### config.mk
export PLATFORM = sky130hd
export DESIGN_NAME = reload_capture_timer
export DESIGN_NICKNAME = d
export VERILOG_FILES = /design/src/rtl/tmr_pkg.sv /design/src/rtl/tmr_sync.sv /design/src/rtl/tmr_sequencer.sv /design/src/rtl/tmr_regs.sv /design/src/rtl/reload_capture_timer.sv
export SDC_FILE = /design/constraint.sdc
export NUM_CORES = 1
export LEC_CHECK = 0
export BUFFER_PORTS_ARGS = -buffer_cell sky130_fd_sc_hd__buf_4
export CAP_MARGIN = 20
export CORE_MARGIN = 2
export CORE_UTILIZATION = 30
export CTS_BUF_LIST = sky130_fd_sc_hd__clkbuf_8
export CTS_CLUSTER_DIAMETER = 80
export DETAILED_ROUTE_END_ITERATION = 16
export HOLD_SLACK_MARGIN = 0.05
export MAX_ROUTING_LAYER = met4
export PLACE_DENSITY = 0.49
export REMOVE_ABC_BUFFERS = 1
export SYNTH_ARGS = -nofsm -noshare
export SYNTH_HDL_FRONTEND = slang
export SYNTH_SLANG_ARGS = --single-unit
### constraint.sdc
create_clock -name clk -period 2.97 [get_ports clk]
set_input_delay 0.891 -clock clk [delete_from_list [all_inputs] [get_ports clk]]
set_output_delay 0.891 -clock clk [all_outputs]
set_load 0.005 [all_outputs]
### src/rtl/tmr_pkg.sv
package tmr_pkg;

    localparam int CTRL_BITS  = 6;
    localparam int MODE_MSB   = 2;
    localparam int TOG_BIT    = 3;
    localparam int EN_A_BIT   = 4;
    localparam int EN_B_BIT   = 5;
    localparam int FLAG_A_BIT = 0;
    localparam int FLAG_B_BIT = 1;

    localparam logic [1:0] ADDR_VAL_A  = 2'd0;
    localparam logic [1:0] ADDR_VAL_B  = 2'd1;
    localparam logic [1:0] ADDR_CTRL   = 2'd2;
    localparam logic [1:0] ADDR_STATUS = 2'd3;

    localparam logic [2:0] MODE_IDLE     = 3'b000;
    localparam logic [2:0] MODE_PWM      = 3'b001;
    localparam logic [2:0] MODE_EVT_RISE = 3'b010;
    localparam logic [2:0] MODE_EVT_FALL = 3'b011;
    localparam logic [2:0] MODE_CAPTURE  = 3'b100;

    typedef enum logic [2:0] {
        ST_IDLE,
        ST_PWM_FIRST,
        ST_PWM_NEXT_B,
        ST_PWM_NEXT_A,
        ST_EVENT,
        ST_CAPTURE
    } seq_state_e;

endpackage

### src/rtl/tmr_sync.sv
module tmr_sync #(
    parameter int STAGES = 2
) (
    input  logic clk,
    input  logic rst_n,
    input  logic din,
    output logic sync_q,
    output logic hist_q
);
    localparam int TOP = STAGES - 1;

    logic [TOP:0] chain_q;

    generate
        if (STAGES > 1) begin : g_multi
            always_ff @(posedge clk) begin
                if (!rst_n) chain_q <= '0;
                else        chain_q <= {chain_q[TOP-1:0], din};
            end
        end else begin : g_single
            always_ff @(posedge clk) begin
                if (!rst_n) chain_q <= '0;
                else        chain_q <= din;
            end
        end
    endgenerate

    always_ff @(posedge clk) begin
        if (!rst_n) hist_q <= 1'b0;
        else        hist_q <= chain_q[TOP];
    end

    assign sync_q = chain_q[TOP];

endmodule

### src/rtl/tmr_sequencer.sv
module tmr_sequencer
    import tmr_pkg::*;
#(
    parameter int WIDTH = 16
) (
    input  logic             clk,
    input  logic             rst_n,
    input  logic [2:0]       mode,
    input  logic             mode_load,
    input  logic [2:0]       new_mode,
    input  logic             tog_en,
    input  logic [WIDTH-1:0] val_a,
    input  logic [WIDTH-1:0] val_b,
    input  logic             a_sync,
    input  logic             a_hist,
    input  logic             b_sync,
    input  logic             b_hist,
    output logic             set_a,
    output logic             set_b,
    output logic             cap_a,
    output logic             cap_b,
    output logic [WIDTH-1:0] count,
    output logic             pin_out
);
    seq_state_e state_q, state_d;
    logic [WIDTH-1:0] cnt_q, reload_val;
    logic tick, at_zero, underflow, pwm_state;
    logic a_rise, a_fall, b_rise;

    assign a_rise    = a_sync & ~a_hist;
    assign a_fall    = ~a_sync & a_hist;
    assign b_rise    = b_sync & ~b_hist;
    assign at_zero   = (cnt_q == '0);
    assign pwm_state = (state_q == ST_PWM_FIRST) || (state_q == ST_PWM_NEXT_A)
                    || (state_q == ST_PWM_NEXT_B);

    function automatic seq_state_e entry_state(input logic [2:0] m);
        case (m)
            MODE_PWM:                     return ST_PWM_FIRST;
            MODE_EVT_RISE, MODE_EVT_FALL: return ST_EVENT;
            MODE_CAPTURE:                 return ST_CAPTURE;
            default:                      return ST_IDLE;
        endcase
    endfunction

    // state register
    always_ff @(posedge clk) begin
        if (!rst_n) state_q <= ST_IDLE;
        else        state_q <= state_d;
    end

    // next state
    always_comb begin
        state_d = state_q;
        if (mode_load) begin
            state_d = entry_state(new_mode);
        end else begin
            unique case (state_q)
                ST_PWM_FIRST,
                ST_PWM_NEXT_A: if (at_zero) state_d = ST_PWM_NEXT_B;
                ST_PWM_NEXT_B: if (at_zero) state_d = ST_PWM_NEXT_A;
                ST_IDLE, ST_EVENT, ST_CAPTURE: state_d = state_q;
                default:       state_d = ST_IDLE;
            endcase
        end
    end

    // per-state outputs
    always_comb begin
        tick       = 1'b0;
        reload_val = val_a;
        set_a      = 1'b0;
        set_b      = 1'b0;
        cap_a      = 1'b0;
        cap_b      = 1'b0;
        if (!mode_load) begin
            unique case (state_q)
                ST_PWM_FIRST, ST_PWM_NEXT_A: begin
                    tick  = 1'b1;
                    set_a = at_zero;
                end
                ST_PWM_NEXT_B: begin
                    tick       = 1'b1;
                    reload_val = val_b;
                    set_b      = at_zero;
                end
                ST_EVENT: begin
                    tick  = (mode == MODE_EVT_FALL) ? a_fall : a_rise;
                    set_a = tick & at_zero;
                    set_b = b_rise;
                end
                ST_CAPTURE: begin
                    tick  = 1'b1;
                    cap_a = a_rise;
                    cap_b = b_rise;
                    set_a = a_rise;
                    set_b = b_rise;
                end
                default: tick = 1'b0;
            endcase
        end
    end

    assign underflow = tick && at_zero && (state_q != ST_CAPTURE);

    // counter and output pin
    always_ff @(posedge clk) begin
        if (!rst_n) begin
            cnt_q   <= '0;
            pin_out <= 1'b0;
        end else if (mode_load) begin
            cnt_q   <= '0;
            pin_out <= 1'b0;
        end else begin
            if (underflow)  cnt_q <= reload_val;
            else if (tick)  cnt_q <= cnt_q - 1'b1;
            if (underflow && pwm_state && tog_en) pin_out <= ~pin_out;
        end
    end

    assign count = cnt_q;

    assert_first_from_a_R2: assert property (@(posedge clk) disable iff (!rst_n)
        (state_q == ST_PWM_FIRST) |-> !set_b);

    assert_reload_value_R2: assert property (@(posedge clk) disable iff (!rst_n)
        (pwm_state && at_zero && !mode_load)
        |=> (cnt_q == $past((state_q == ST_PWM_NEXT_B) ? val_b : val_a)));

    assert_one_flag_R4: assert property (@(posedge clk) disable iff (!rst_n)
        pwm_state |-> $onehot0({set_a, set_b}));

    assert_out_low_R7: assert property (@(posedge clk) disable iff (!rst_n)
        (state_q == ST_EVENT || state_q == ST_CAPTURE || state_q == ST_IDLE) |-> !pin_out);

    assert_edge_gap_R10: assert property (@(posedge clk) disable iff (!rst_n)
        a_rise |=> !a_rise);

    assert_restart_R11: assert property (@(posedge clk) disable iff (!rst_n)
        mode_load |=> (cnt_q == '0 && !pin_out));

endmodule

### src/rtl/tmr_regs.sv
module tmr_regs
    import tmr_pkg::*;
#(
    parameter int WIDTH = 16
) (
    input  logic             clk,
    input  logic             rst_n,
    input  logic             wr_en,
    input  logic [1:0]       wr_addr,
    input  logic [WIDTH-1:0] wr_data,
    input  logic [1:0]       rd_addr,
    input  logic             set_a,
    input  logic             set_b,
    input  logic             cap_a,
    input  logic             cap_b,
    input  logic [WIDTH-1:0] count,
    output logic [WIDTH-1:0] val_a,
    output logic [WIDTH-1:0] val_b,
    output logic [2:0]       mode,
    output logic             tog_en,
    output logic             mode_load,
    output logic [2:0]       new_mode,
    output logic [WIDTH-1:0] rd_data,
    output logic             irq
);
    logic [CTRL_BITS-1:0] ctrl_q;
    logic pend_a_q, pend_b_q;
    logic wr_a, wr_b, wr_ctl, wr_st, clr_a, clr_b, en_a, en_b;

    assign wr_a   = wr_en && (wr_addr == ADDR_VAL_A);
    assign wr_b   = wr_en && (wr_addr == ADDR_VAL_B);
    assign wr_ctl = wr_en && (wr_addr == ADDR_CTRL);
    assign wr_st  = wr_en && (wr_addr == ADDR_STATUS);
    assign clr_a  = wr_st && wr_data[FLAG_A_BIT];
    assign clr_b  = wr_st && wr_data[FLAG_B_BIT];

    assign mode      = ctrl_q[MODE_MSB:0];
    assign tog_en    = ctrl_q[TOG_BIT];
    assign en_a      = ctrl_q[EN_A_BIT];
    assign en_b      = ctrl_q[EN_B_BIT];
    assign new_mode  = wr_data[MODE_MSB:0];
    assign mode_load = wr_ctl && (new_mode != mode);

    always_ff @(posedge clk) begin
        if (!rst_n) begin
            val_a    <= '0;
            val_b    <= '0;
            ctrl_q   <= '0;
            pend_a_q <= 1'b0;
            pend_b_q <= 1'b0;
        end else begin
            if (cap_a)     val_a <= count;
            else if (wr_a) val_a <= wr_data;
            if (cap_b)     val_b <= count;
            else if (wr_b) val_b <= wr_data;
            if (wr_ctl)    ctrl_q <= wr_data[CTRL_BITS-1:0];
            pend_a_q <= (pend_a_q & ~clr_a) | set_a;
            pend_b_q <= (pend_b_q & ~clr_b) | set_b;
        end
    end

    assign irq = (pend_a_q & en_a) | (pend_b_q & en_b);

    always_comb begin
        unique case (rd_addr)
            ADDR_VAL_A:  rd_data = val_a;
            ADDR_VAL_B:  rd_data = val_b;
            ADDR_CTRL:   rd_data = {{(WIDTH-CTRL_BITS){1'b0}}, ctrl_q};
            ADDR_STATUS: rd_data = {{(WIDTH-2){1'b0}}, pend_b_q, pend_a_q};
            default:     rd_data = '0;
        endcase
    end

    assert_flag_sticky_R5: assert property (@(posedge clk) disable iff (!rst_n)
        (pend_a_q && !clr_a) |=> pend_a_q);

    assert_set_wins_R5: assert property (@(posedge clk) disable iff (!rst_n)
        set_b |=> pend_b_q);

    assert_irq_follows_R6: assert property (@(posedge clk) disable iff (!rst_n)
        (set_a && en_a && !wr_ctl) |=> irq);

    assert_capture_load_R9: assert property (@(posedge clk) disable iff (!rst_n)
        cap_a |=> (val_a == $past(count)));

endmodule

### src/rtl/reload_capture_timer.sv
module reload_capture_timer
    import tmr_pkg::*;
#(
    parameter int WIDTH       = 16,
    parameter int SYNC_STAGES = 2
) (
    input  logic             clk,
    input  logic             rst_n,
    input  logic             wr_en,
    input  logic [1:0]       wr_addr,
    input  logic [WIDTH-1:0] wr_data,
    input  logic [1:0]       rd_addr,
    output logic [WIDTH-1:0] rd_data,
    input  logic             pin_a_in,
    input  logic             pin_b_in,
    output logic             pin_a_out,
    output logic             irq
);
    logic a_sync, a_hist, b_sync, b_hist;
    logic set_a, set_b, cap_a, cap_b, tog_en, mode_load;
    logic [2:0] mode, new_mode;
    logic [WIDTH-1:0] val_a, val_b, count;

    tmr_sync #(.STAGES(SYNC_STAGES)) u_sync_a (
        .clk(clk), .rst_n(rst_n), .din(pin_a_in), .sync_q(a_sync), .hist_q(a_hist));

    tmr_sync #(.STAGES(SYNC_STAGES)) u_sync_b (
        .clk(clk), .rst_n(rst_n), .din(pin_b_in), .sync_q(b_sync), .hist_q(b_hist));

    tmr_sequencer #(.WIDTH(WIDTH)) u_seq (
        .clk(clk), .rst_n(rst_n), .mode(mode), .mode_load(mode_load),
        .new_mode(new_mode), .tog_en(tog_en), .val_a(val_a), .val_b(val_b),
        .a_sync(a_sync), .a_hist(a_hist), .b_sync(b_sync), .b_hist(b_hist),
        .set_a(set_a), .set_b(set_b), .cap_a(cap_a), .cap_b(cap_b),
        .count(count), .pin_out(pin_a_out));

    tmr_regs #(.WIDTH(WIDTH)) u_regs (
        .clk(clk), .rst_n(rst_n), .wr_en(wr_en), .wr_addr(wr_addr),
        .wr_data(wr_data), .rd_addr(rd_addr), .set_a(set_a), .set_b(set_b),
        .cap_a(cap_a), .cap_b(cap_b), .count(count), .val_a(val_a),
        .val_b(val_b), .mode(mode), .tog_en(tog_en), .mode_load(mode_load),
        .new_mode(new_mode), .rd_data(rd_data), .irq(irq));

endmodule

==> metrics.md, run 1 <==
| Metric | Value |
|---|---|
| Max_slew headroom | roughly two thirds |
| Die area | 13800 sq um |
| NumNets Final | between 500 and 600 |
| Synth area leader | dfxtp_1 |
| H-tree Lvls | 3 |
| Ys Warns | 0 |
| Top-area cell type share of the netlist area | between 30% and 40% |
| Dpl ws | ~330 ps |
| Clock root buffer master | clkbuf_8 |
| Leakage | approximately 1.8 nW |
| Placer Congestion | 0.873 |
| Share of layout cells above drive strength 1 | around a quarter |
| R2r setup slk | roughly 660 ps |
| Synth top area cells | dfxtp_1 (34%), mux2i_1 (11%), mux2_2 (10%) |
| Slew Viols, Final | 0 |
| Minimum hold slack | around 430 ps |
| R2R depth | 8 |
| Worst path buffer plus inverter count | 3 |
| EDFF count, synth | 0 |
| Slowest CP cell | nor2b_1 |
| Post-CTS Setup Repair Bufs | 0 |
| Crit start category | input pin |
| Maximum clock path buffer count | 2 |
| Initial Utilization | 30.6% |
| Crit. End Element | output port |
| Worst Skew | between 6 and 7 ps |
| Top delay family on crit path | buffers and inverters |
| Port Buffers | 42 |
| Diodes inserted | 0 |
| Clk Latency, worst-skew pair | 350 ps |
| Hold buffers post-CTS | 0 |
| Worst hold-check path type | flip-flop to flip-flop |
| Post-CTS Resized | 0 |
| TritonCTS Sinks | 66 |
| Sequential area share after synthesis | 34.3% |
| Ys async rst share | 0% |
| #FFs+latches synth | 66 |
| Total GRT Usage | ~17% |
| Die W | 117 microns |
| GRT Residual Overflow | 0 |
| ANT nets after route | 0 |
| WS Path Type | input pin to output port |
| Post-Synth Simple-Gate Area | a little under a quarter |
| Max-cap viol count | 0 |
| Reg2reg start | u_seq.count[0]$_SDFFE_PP0P_ |
| Post-synth top cells | dfxtp_1 (66), o21ai_0 (59), mux2i_1 (41), nand3_1 (40), mux2_2 (35) |
| Placed instance area | 4400 sq um |
| First-pass GRT wire length | 17900 microns |
| CTS tree | yes |
| Predominant post-synthesis flop cell | dfxtp_1 |
| Total CTS buffers | 9 |
| Initial antenna violation count | 0 |
| Complex-gate fraction of the synthesized area | 15.3% |
| DRC viols | 0 |
| Clock slew at reported path FFs | 70 ps |
| Initial drt markers | 164 |
| Post-route minimum period | between 2000 and 3000 ps |
| Post-Synth XOR/XNOR Area | less than 1% |
| Setup ws final | 350 ps |
| Worst slew pin tran | between 500 and 600 ps |
| Required @ worst endpoint | 2080 ps |
| Crit path top cell by count | buf_4 |
| Final setup violation count | 0 |
| Final TNS setup | 0 ps |
| Design area | roughly 4600 sq um |
| Mean number of vias per cell | between 5 and 6 |
| Total wire length | approximately 11000 microns |
| Fin crit share | approximately nine tenths |
| Largest net degree at the start of global routing | between 40 and 50 |
| Synth Instances | between 400 and 500 |
| Fill cells | ~1.4k |
| IO Count | 43 |
| Core area | roughly 13000 sq um |
| Drt first pass iters | 4 |
| Placed wire-length estimate | about 7600 microns |
| Critical-path cell list | buf_4 -> buf_12 -> nor2b_1 -> nand2_1 -> o21ai_0 -> buf_4 |
| Chip Height | 117 microns |
| Avg Cell Area, Syn | between 8 and 9 sq um |
| Layout overhead on the synthesized area | 18.4% |
| DR WL/cell | approximately 17 microns |
| Endpoints failing hold | 0 |
| Number of global-route vias before repair | roughly 3.4k |
| Post-Syn Area | slightly below 4000 sq um |
| Worst reg2reg path endpoint | u_seq.count[9]$_SDFFE_PP0P_ |
| RSZ-0062 raised after global routing | false |
| Hold_sp | u_sync_a.chain_q[0]$_SDFF_PN0_ |
| Fmax | between 300 and 400 MHz |
| Synthesized-area fraction occupied by adder cells | less than 1% |
| Count leader, synth | dfxtp_1 |
| Rows | between 40 and 50 |
| Cell Pwr Density | 1210 nW/um^2 |
| Critical path data arrival time | 1730 ps |
| Crit path max fanout | 15 |
| Overall Power | roughly 5.5 mW |
| Worst path max stage delay | 250 ps |
| Vias | 3460 |
| Worst Hold Depth | 1 |
| Yosys cell types | 50 |
| Worst hold endpoint | u_sync_a.chain_q[1]$_SDFF_PN0_ |
| Mux cell area share after synthesis | 22.1% |
| Largest family of logic cells by synthesized area | simple AND/OR/NAND/NOR gates |
| Outcome | complete, no violations |
| Peak supply drop | 0.848 mV |
worst max path at each step:
stage | cells after the start | end | slack, ps | start
finish | 6 | rd_data[5] | 350 | rd_addr[0]
global route | 6 | rd_data[5] | 290 | rd_addr[0]
CTS | 6 | rd_data[5] | 330 | rd_addr[0]
detailed placement | 6 | rd_data[5] | 330 | rd_addr[0]
global placement | 6 | rd_data[2] | 340 | rd_addr[0]
floorplan | 5 | u_seq.count[8]$_SDFFE_PP0P_ | -200 | u_seq.state_q[1]$_SDFFE_PN0P_
logic make-up (layout without fill, tap and decap cells):
logic type | count (synthesis) | in the layout
simple gates | 161 | 161
compound gates | 99 | 99
mux | 78 | 78
flops | 66 | 66
buf+inv | 40 | 79
xor+xnor | 4 | 4
fa+ha+maj | 2 | 2
stage by stage:
| stage | utilization, % | std cells |
|---|---|---|
| finish | 36.3 | 661 |
| global route | 36.3 | 661 |
| CTS | 36.3 | 661 |
| detailed placement | 35.0 | 648 |
| global placement | 35.0 | 648 |
| floorplan | - | 415 |
placed cells by master, fill, tap and decap left out, types with 2 or more instances in the layout:
cell / count
nand4_1: 5
mux4_2: 2
mux2i_1: 41
nor4bb_1: 2
o21ai_0: 59
and3b_1: 2
a21oi_1: 12
inv_1: 7
and2_1: 7
a31oi_1: 3
nor4b_1: 2
buf_4: 60
or3_1: 4
nand3_1: 40
mux2_2: 35
and3_1: 3
a32o_1: 7
nor3b_2: 2
nor4_4: 2
or4b_1: 2
ha_1: 2
o22ai_1: 5
nand2_1: 33
nor3_1: 11
xnor2_1: 4
dfxtp_1: 66
nor2_1: 27
nand3b_1: 4
clkbuf_8: 11
nor2b_1: 8
nor3b_1: 2
power breakdown:
| group | total [mW] | switching [mW] | internal [mW] |
|---|---|---|---|
| clock network | 0.656 | 0.327 | 0.329 |
| logic | 3.63 | 2.07 | 1.55 |
| registers | 1.21 | 0.201 | 1.01 |
flip-flops by register name (all words and copies together), names as in the netlist:
signal            count
u_sync_b.hist_q       1
u_seq.state_q         3
u_regs.val_a         16
u_regs.pend_a_q       1
u_regs.val_b         16
u_regs.ctrl_q         6
u_regs.pend_b_q       1
u_seq.count          16
u_seq.pin_out         1
u_sync_a.chain_q      2
u_sync_a.hist_q       1
u_sync_b.chain_q      2
routing by layer:
metal	up-vias	part of all wire (%)	global-route usage, %
li1	1728	-	-
met1	1659	48	22.2
met2	63	46	25.7
met3	10	4.9	3.40
met4	0	1.2	4.59
met5	-	0	-
final cells by class:
class,count,area (sq um),area share (%)
Tap cell,172,215,4.72
Multi-Input combinational cell,344,2370,52.1
Sequential cell,66,1320,29.0
Clock inverter,2,7.51,0.165
Clock buffer,11,151,3.32
Inverter,5,18.8,0.412
Timing Repair Buffer,61,470,10.3
(Power assumes the default switching activity.)
==> run 2: changes to the inputs <==
--- a/config.mk
+++ b/config.mk
@@ -5,6 +5,7 @@
 export SDC_FILE = /design/constraint.sdc
 export NUM_CORES = 1
 export LEC_CHECK = 0
+export ABC_AREA = 1
 export BUFFER_PORTS_ARGS = -buffer_cell sky130_fd_sc_hd__buf_4
 export CAP_MARGIN = 20
 export CORE_MARGIN = 2
==> run 2 against run 1 <==
Compared with the run above: first-iteration DRC count up 46%; maximum frequency down 5.2%; core utilization fell by 1.1 points; largest cell class unchanged.
==> metrics.md, run 2 <==
| Metric | Value |
|---|---|
| Crit. End Element | output port |
| Maximum clock path buffer count | 2 |
| Synthesized-area fraction occupied by adder cells | less than 1% |
| Count leader, synth | nand2_1 |
| Critical path data arrival time | between 1500 and 2000 ps |
| CTS tree | yes |
| Ys async rst share | 0% |
| Initial Utilization | slightly above 30% |
| Worst Skew | about 11 ps |
| Mean number of vias per cell | 4.98 |
| Post-synth top cells | nand2_1 (188), nor2_1 (87), dfxtp_1 (66), inv_1 (66), o21ai_0 (53) |
| Number of global-route vias before repair | 4250 |
| DR WL/cell | 15.3 microns |
| Post-route minimum period | 2770 ps |
| Vias | approximately 4.5k |
| Crit path max fanout | 5 |
| Final setup violation count | 0 |
| TritonCTS Sinks | 66 |
| Avg Cell Area, Syn | 6.24 sq um |
| Crit start category | input pin |
| Complex-gate fraction of the synthesized area | approximately 15% |
| Fin crit share | 93.1% |
| Predominant post-synthesis flop cell | dfxtp_1 |
| Setup ws final | between 200 and 250 ps |
| Worst slew pin tran | about 680 ps |
| Yosys cell types | 34 |
| Total GRT Usage | 20.2% |
| Final TNS setup | 0 ps |
| Minimum hold slack | 421 ps |
| Diodes inserted | 0 |
| Initial antenna violation count | 0 |
| Finished Core Util | about a third |
| #FFs+latches synth | 66 |
| Mux cell area share after synthesis | 0% |
| NumNets Final | 740 |
| Commonest non-fill, non-tap cells in the layout | nand2_1 (188), nor2_1 (87), inv_1 (67) |
| Post-Syn Area | 4200 sq um |
| Clk Latency, worst-skew pair | about 370 ps |
| Fill cells | between 1.5k and 2k |
| Chip Height | ~120 microns |
| GRT Residual Overflow | 0 |
| Die area | 15000 sq um |
| Largest net degree at the start of global routing | 33 |
| Rows | 43 |
| Top-area cell type share of the netlist area | roughly a third |
| Hold buffers post-CTS | 0 |
| Largest family of logic cells by synthesized area | simple AND/OR/NAND/NOR gates |
| Total CTS buffers | 9 |
| Dpl ws | 229 ps |
| Cell Pwr Density | between 500 and 600 nW/um^2 |
| Max_slew headroom | a little over half |
| Overall Power | between 2 and 3 mW |
| Placed wire-length estimate | approximately 9800 microns |
| Endpoints failing hold | 0 |
| Post-CTS Resized | 0 |
| Slew Viols, Final | 0 |
| Total wire length | between 10000 and 15000 microns |
| DRC viols | 0 |
| Most common cell after layout, fill and taps aside | nand2_1 |
| Ys Warns | 0 |
| Leakage | roughly 2.3 nW |
| Max-cap viol count | 0 |
| Post-Synth XOR/XNOR Area | less than 1% |
| Outcome | complete, no violations |
| Layout overhead on the synthesized area | 15.6% |
| IO Count | 43 |
| Synth Instances | between 600 and 700 |
| Initial drt markers | ~240 |
| First-pass GRT wire length | 22400 microns |
| Die W | ~120 microns |
| Sequential area share after synthesis | between 30% and 40% |
| Fmax | 362 MHz |
| EDFF count, synth | 0 |
| Synth area leader | dfxtp_1 |
| Required @ worst endpoint | ~2100 ps |
| Placer Congestion | 0.918 |
| Synth top area cells | dfxtp_1 (31%), nand2_1 (17%), nor2_1 (7.8%) |
| Clock root buffer master | clkbuf_8 |
| Post-CTS Setup Repair Bufs | 0 |
| Post-Synth Simple-Gate Area | between 40% and 50% |
| Share of layout cells above drive strength 1 | 17.4% |
| Worst hold-check path type | flip-flop to flip-flop |
| Clock slew at reported path FFs | 80 ps |
| Drt first pass iters | 5 |
| ANT nets after route | 0 |
| Peak supply drop | around 0.19 mV |
| Core area | around 14000 sq um |
| H-tree Lvls | 3 |
| Port Buffers | 42 |
| RSZ-0062 raised after global routing | false |
| WS Path Type | input pin to output port |
-- run 2: final timing paths --
check,startpoint,end,slack (ps),depth (start not counted)
setup reg to reg,u_seq.count[0]$_SDFFE_PP0P_,u_seq.count[2]$_SDFFE_PP0P_,810,9
setup / recovery,rd_addr[0],rd_data[6],200,7
hold / removal,u_sync_a.chain_q[0]$_SDFF_PN0_,u_sync_a.chain_q[1]$_SDFF_PN0_,420,2
hold reg to reg,u_sync_a.chain_q[0]$_SDFF_PN0_,u_sync_a.chain_q[1]$_SDFF_PN0_,420,2
-- run 2: final cells by class --
| class | instances | area, sq um | area share [%] |
|---|---|---|---|
| timing repair buffer | 56 | 420 | 8.67 |
| inverter | 80 | 305 | 6.29 |
| clock inverter | 4 | 18.8 | 0.387 |
| sequential | 66 | 1320 | 27.2 |
| clock buffer | 11 | 151 | 3.12 |
| tap | 180 | 225 | 4.64 |
| multi-input combinational | 500 | 2410 | 49.7 |
-- run 2: worst max-delay path, cell delays in order --
cell and delay [ps]:
buf_4 120, inv_1 80, nor2_1 60, buf_4 160, inv_1 270, o22ai_1 130
buf_4 150
-- run 2: layer usage --
| layer | wire length, microns | global-route usage [%] | share of wire, % | up-vias |
|---|---|---|---|---|
| li1 | - | - | - | 2237 |
| met1 | 6440 | 25.7 | 47 | 2081 |
| met2 | 6280 | 31.8 | 46 | 125 |
| met3 | 685 | 4.74 | 5.0 | 20 |
| met4 | 305 | 6.03 | 2.2 | 0 |
| met5 | 0 | - | 0 | - |
-- run 2: where the power goes --
part	total [mW]	internal, mW	switching (mW)
Combinational	0.945	0.289	0.657
Clock	0.690	0.336	0.353
Sequential	0.972	0.926	0.0466
-- run 2: cell families (layout without fill, tap and decap cells) --
logic type / count (synthesis) / count (layout)
AND/OR/NAND/NOR: 380 / 380
AO/OA/AOI/OAI: 115 / 115
buffers and inverters: 107 / 151
flip-flops: 66 / 66
XOR/XNOR: 3 / 3
adder cells (fa/ha/maj): 2 / 2
-- run 2: per-stage QoR --
step / instances / instance area (sq um)
floorplan: 646 / 4030
global placement: 882 / 4680
detailed placement: 882 / 4680
CTS: 897 / 4850
global route: 897 / 4850
finish: 897 / 4850
==> run 3: changes to the inputs <==
==> constraint.sdc (replaced) <==
create_clock -name clk -period 3.45 [get_ports clk]
set_input_delay 0.345 -clock clk [delete_from_list [all_inputs] [get_ports clk]]
set_output_delay 0.345 -clock clk [all_outputs]
set_load 0.005 [all_outputs]
==> run 3 against run 2 <==
Compared with the run above: clock power fell by 1%; worst hold slack got worse by 260 ps; highest routed layer unchanged; global-route usage fell by 0.78 points; final area fell by 0.83%; sequential share of layout area rose by 0.23 points; critical path type is now flip-flop to flip-flop; clock skew rose by 1.1 ps; sequential power fell by 14%.
==> metrics.md, run 3 (synthesized netlist as in run 2, its figures left out) <==
| Metric | Value |
|---|---|
| Crit path max fanout | 13 |
| Routed length on met3 | ~660 microns |
| Critical-path cell list | inv_1 -> ha_1 -> nand2_1 -> nor2_4 -> nand3_2 -> nor2_2 -> nand3_1 -> nand3_2 -> a21oi_2 |
| Critical path data arrival time | around 2400 ps |
| Worst path max stage delay | roughly 580 ps |
| Overall Power | 2.33 mW |
| Hold buffers post-CTS | 0 |
| Largest net degree at the start of global routing | 33 |
| Required @ worst endpoint | approximately 3700 ps |
| Most common cell after layout, fill and taps aside | nand2_1 |
| Placed wire-length estimate | between 9000 and 10000 microns |
| Fill cells | between 1.5k and 2k |
| DR WL/cell | around 15 microns |
| Slew Viols, Final | 0 |
| Fin crit share | a little over three fifths |
| Chip Height | ~120 microns |
| Maximum clock path buffer count | 2 |
| Max_slew headroom | a little over half |
| Mean number of vias per cell | between 4 and 5 |
| Leakage | about 2.2 nW |
| NumNets Final | between 700 and 800 |
| Total wire length | ~13000 microns |
| Endpoints failing hold | 0 |
| GRT Residual Overflow | 0 |
| Peak supply drop | approximately 0.31 mV |
| Die area | around 15000 sq um |
| Crit start category | flip-flop |
| RSZ-0062 raised after global routing | false |
| Total CTS buffers | 9 |
| Slowest CP cell | nor2_2 |
| Cell Pwr Density | 483 nW/um^2 |
| Power Internal | about 1.4 mW |
| Crit path top cell by count | nand3_2 |
| Clock slew at reported path FFs | ~70 ps |
| Total GRT Usage | 19.4% |
| H-tree Lvls | 3 |
| Top Metal Used | met4 |
| Clock root buffer master | clkbuf_8 |
| Layout overhead on the synthesized area | 14.6% |
| Met2 wire len | 6210 microns |
| WS Path Type | flip-flop to flip-flop |
| CTS tree | yes |
| Initial antenna violation count | 0 |
| ANT nets after route | 0 |
| Share of layout cells above drive strength 1 | 16.2% |
| Drt first pass iters | 5 |
| Die W | about 120 microns |
| Net Sw Power | just over 0.9 mW |
| Rows | 43 |
| Commonest non-fill, non-tap cells in the layout | nand2_1 (188), nor2_1 (87), inv_1 (69) |
| First-pass GRT wire length | between 20000 and 25000 microns |
| Vias | between 4k and 5k |
| Outcome | complete, no violations |
| Initial Utilization | a little under a third |
| Max-cap viol count | 0 |
| Clk Latency, worst-skew pair | roughly 370 ps |
| Placer Congestion | 0.865 |
| Final TNS setup | 0 ps |
| Clock power frac | between 20% and 30% |
| Diodes inserted | 0 |
| Gate power share | around 35% |
| Fmax | around 460 MHz |
| DRC viols | 0 |
| TritonCTS Sinks | 66 |
| Post-route minimum period | 2180 ps |
| Post-CTS Setup Repair Bufs | 0 |
| Switch share | between 30% and 40% |
| M1 wire length | approximately 6400 microns |
| Worst hold-check path type | input pin to flip-flop |
| Post-CTS Resized | 0 |
| Worst Skew | roughly 12 ps |
| Worst slew pin tran | ~710 ps |
| Number of global-route vias before repair | about 4.2k |
| Sequential share of power | 36.0% |
| Final setup violation count | 0 |
| Core area | between 10000 and 15000 sq um |
| Port Buffers | between 40 and 50 |
| Crit. End Element | flip-flop |
| Initial drt markers | 329 |
| IO Count | 43 |
[run 3: power by group through the flow]
stage	combinational (mW)	clock, mW	sequential [mW]
floorplan	0.568	0	0.841
global placement	0.794	0	0.854
detailed placement	0.802	0	0.854
CTS	0.807	0.706	0.836
global route	0.905	0.736	0.843
finish	0.805	0.683	0.837
[run 3: area by class of cell]
| class | instances | area, sq um | share of cell area [%] |
|---|---|---|---|
| clock buffer | 11 | 151 | 3.15 |
| clock inverter | 5 | 46.3 | 0.962 |
| inverter | 80 | 305 | 6.35 |
| multi-input combinational | 500 | 2410 | 50.1 |
| sequential | 66 | 1320 | 27.5 |
| tap | 180 | 225 | 4.68 |
| timing repair buffer | 47 | 353 | 7.33 |
[run 3: metrics by stage]
step / utilization [%] / setup WS, ps / hold slack [ps] / cell area [sq um] / instances
after floorplan: - / 1770 / 390 / 4030 / 646
after global placement: 33.5 / 1310 / 405 / 4610 / 873
after detailed placement: 33.5 / 1310 / 412 / 4610 / 873
after CTS: 34.9 / 1270 / 145 / 4810 / 889
after global routing: 34.9 / 1110 / 144 / 4810 / 889
final: 34.9 / 1270 / 158 / 4810 / 889
[run 3: critical path: cells and delay by family, from the launching register on]
| kind | cells | cell delay, ps |
|---|---|---|
| and+or+nand+nor | 6 | 1290 |
| DFF | 1 | 360 |
| adders and majority gates | 1 | 200 |
| buffers and inverters | 1 | 150 |
| AOI/OAI and AO/OA | 1 | 50 |
[run 3: worst paths after layout]
check,start,endpoint,slack (ps),cells after the start
min reg2reg,u_sync_b.chain_q[0]$_SDFF_PN0_,u_sync_b.chain_q[1]$_SDFF_PN0_,430,2
max reg2reg,u_seq.count[0]$_SDFFE_PP0P_,u_seq.count[1]$_SDFFE_PP0P_,1270,9
max,u_seq.count[0]$_SDFFE_PP0P_,u_seq.count[1]$_SDFFE_PP0P_,1270,9
min,pin_b_in,u_sync_b.chain_q[0]$_SDFF_PN0_,160,3
[run 3: routing by layer]
layer	vias up	track usage [%]
li1	2223	-
met1	2054	24.9
met2	107	30.4
met3	18	5.02
met4	0	5.17
met5	-	-
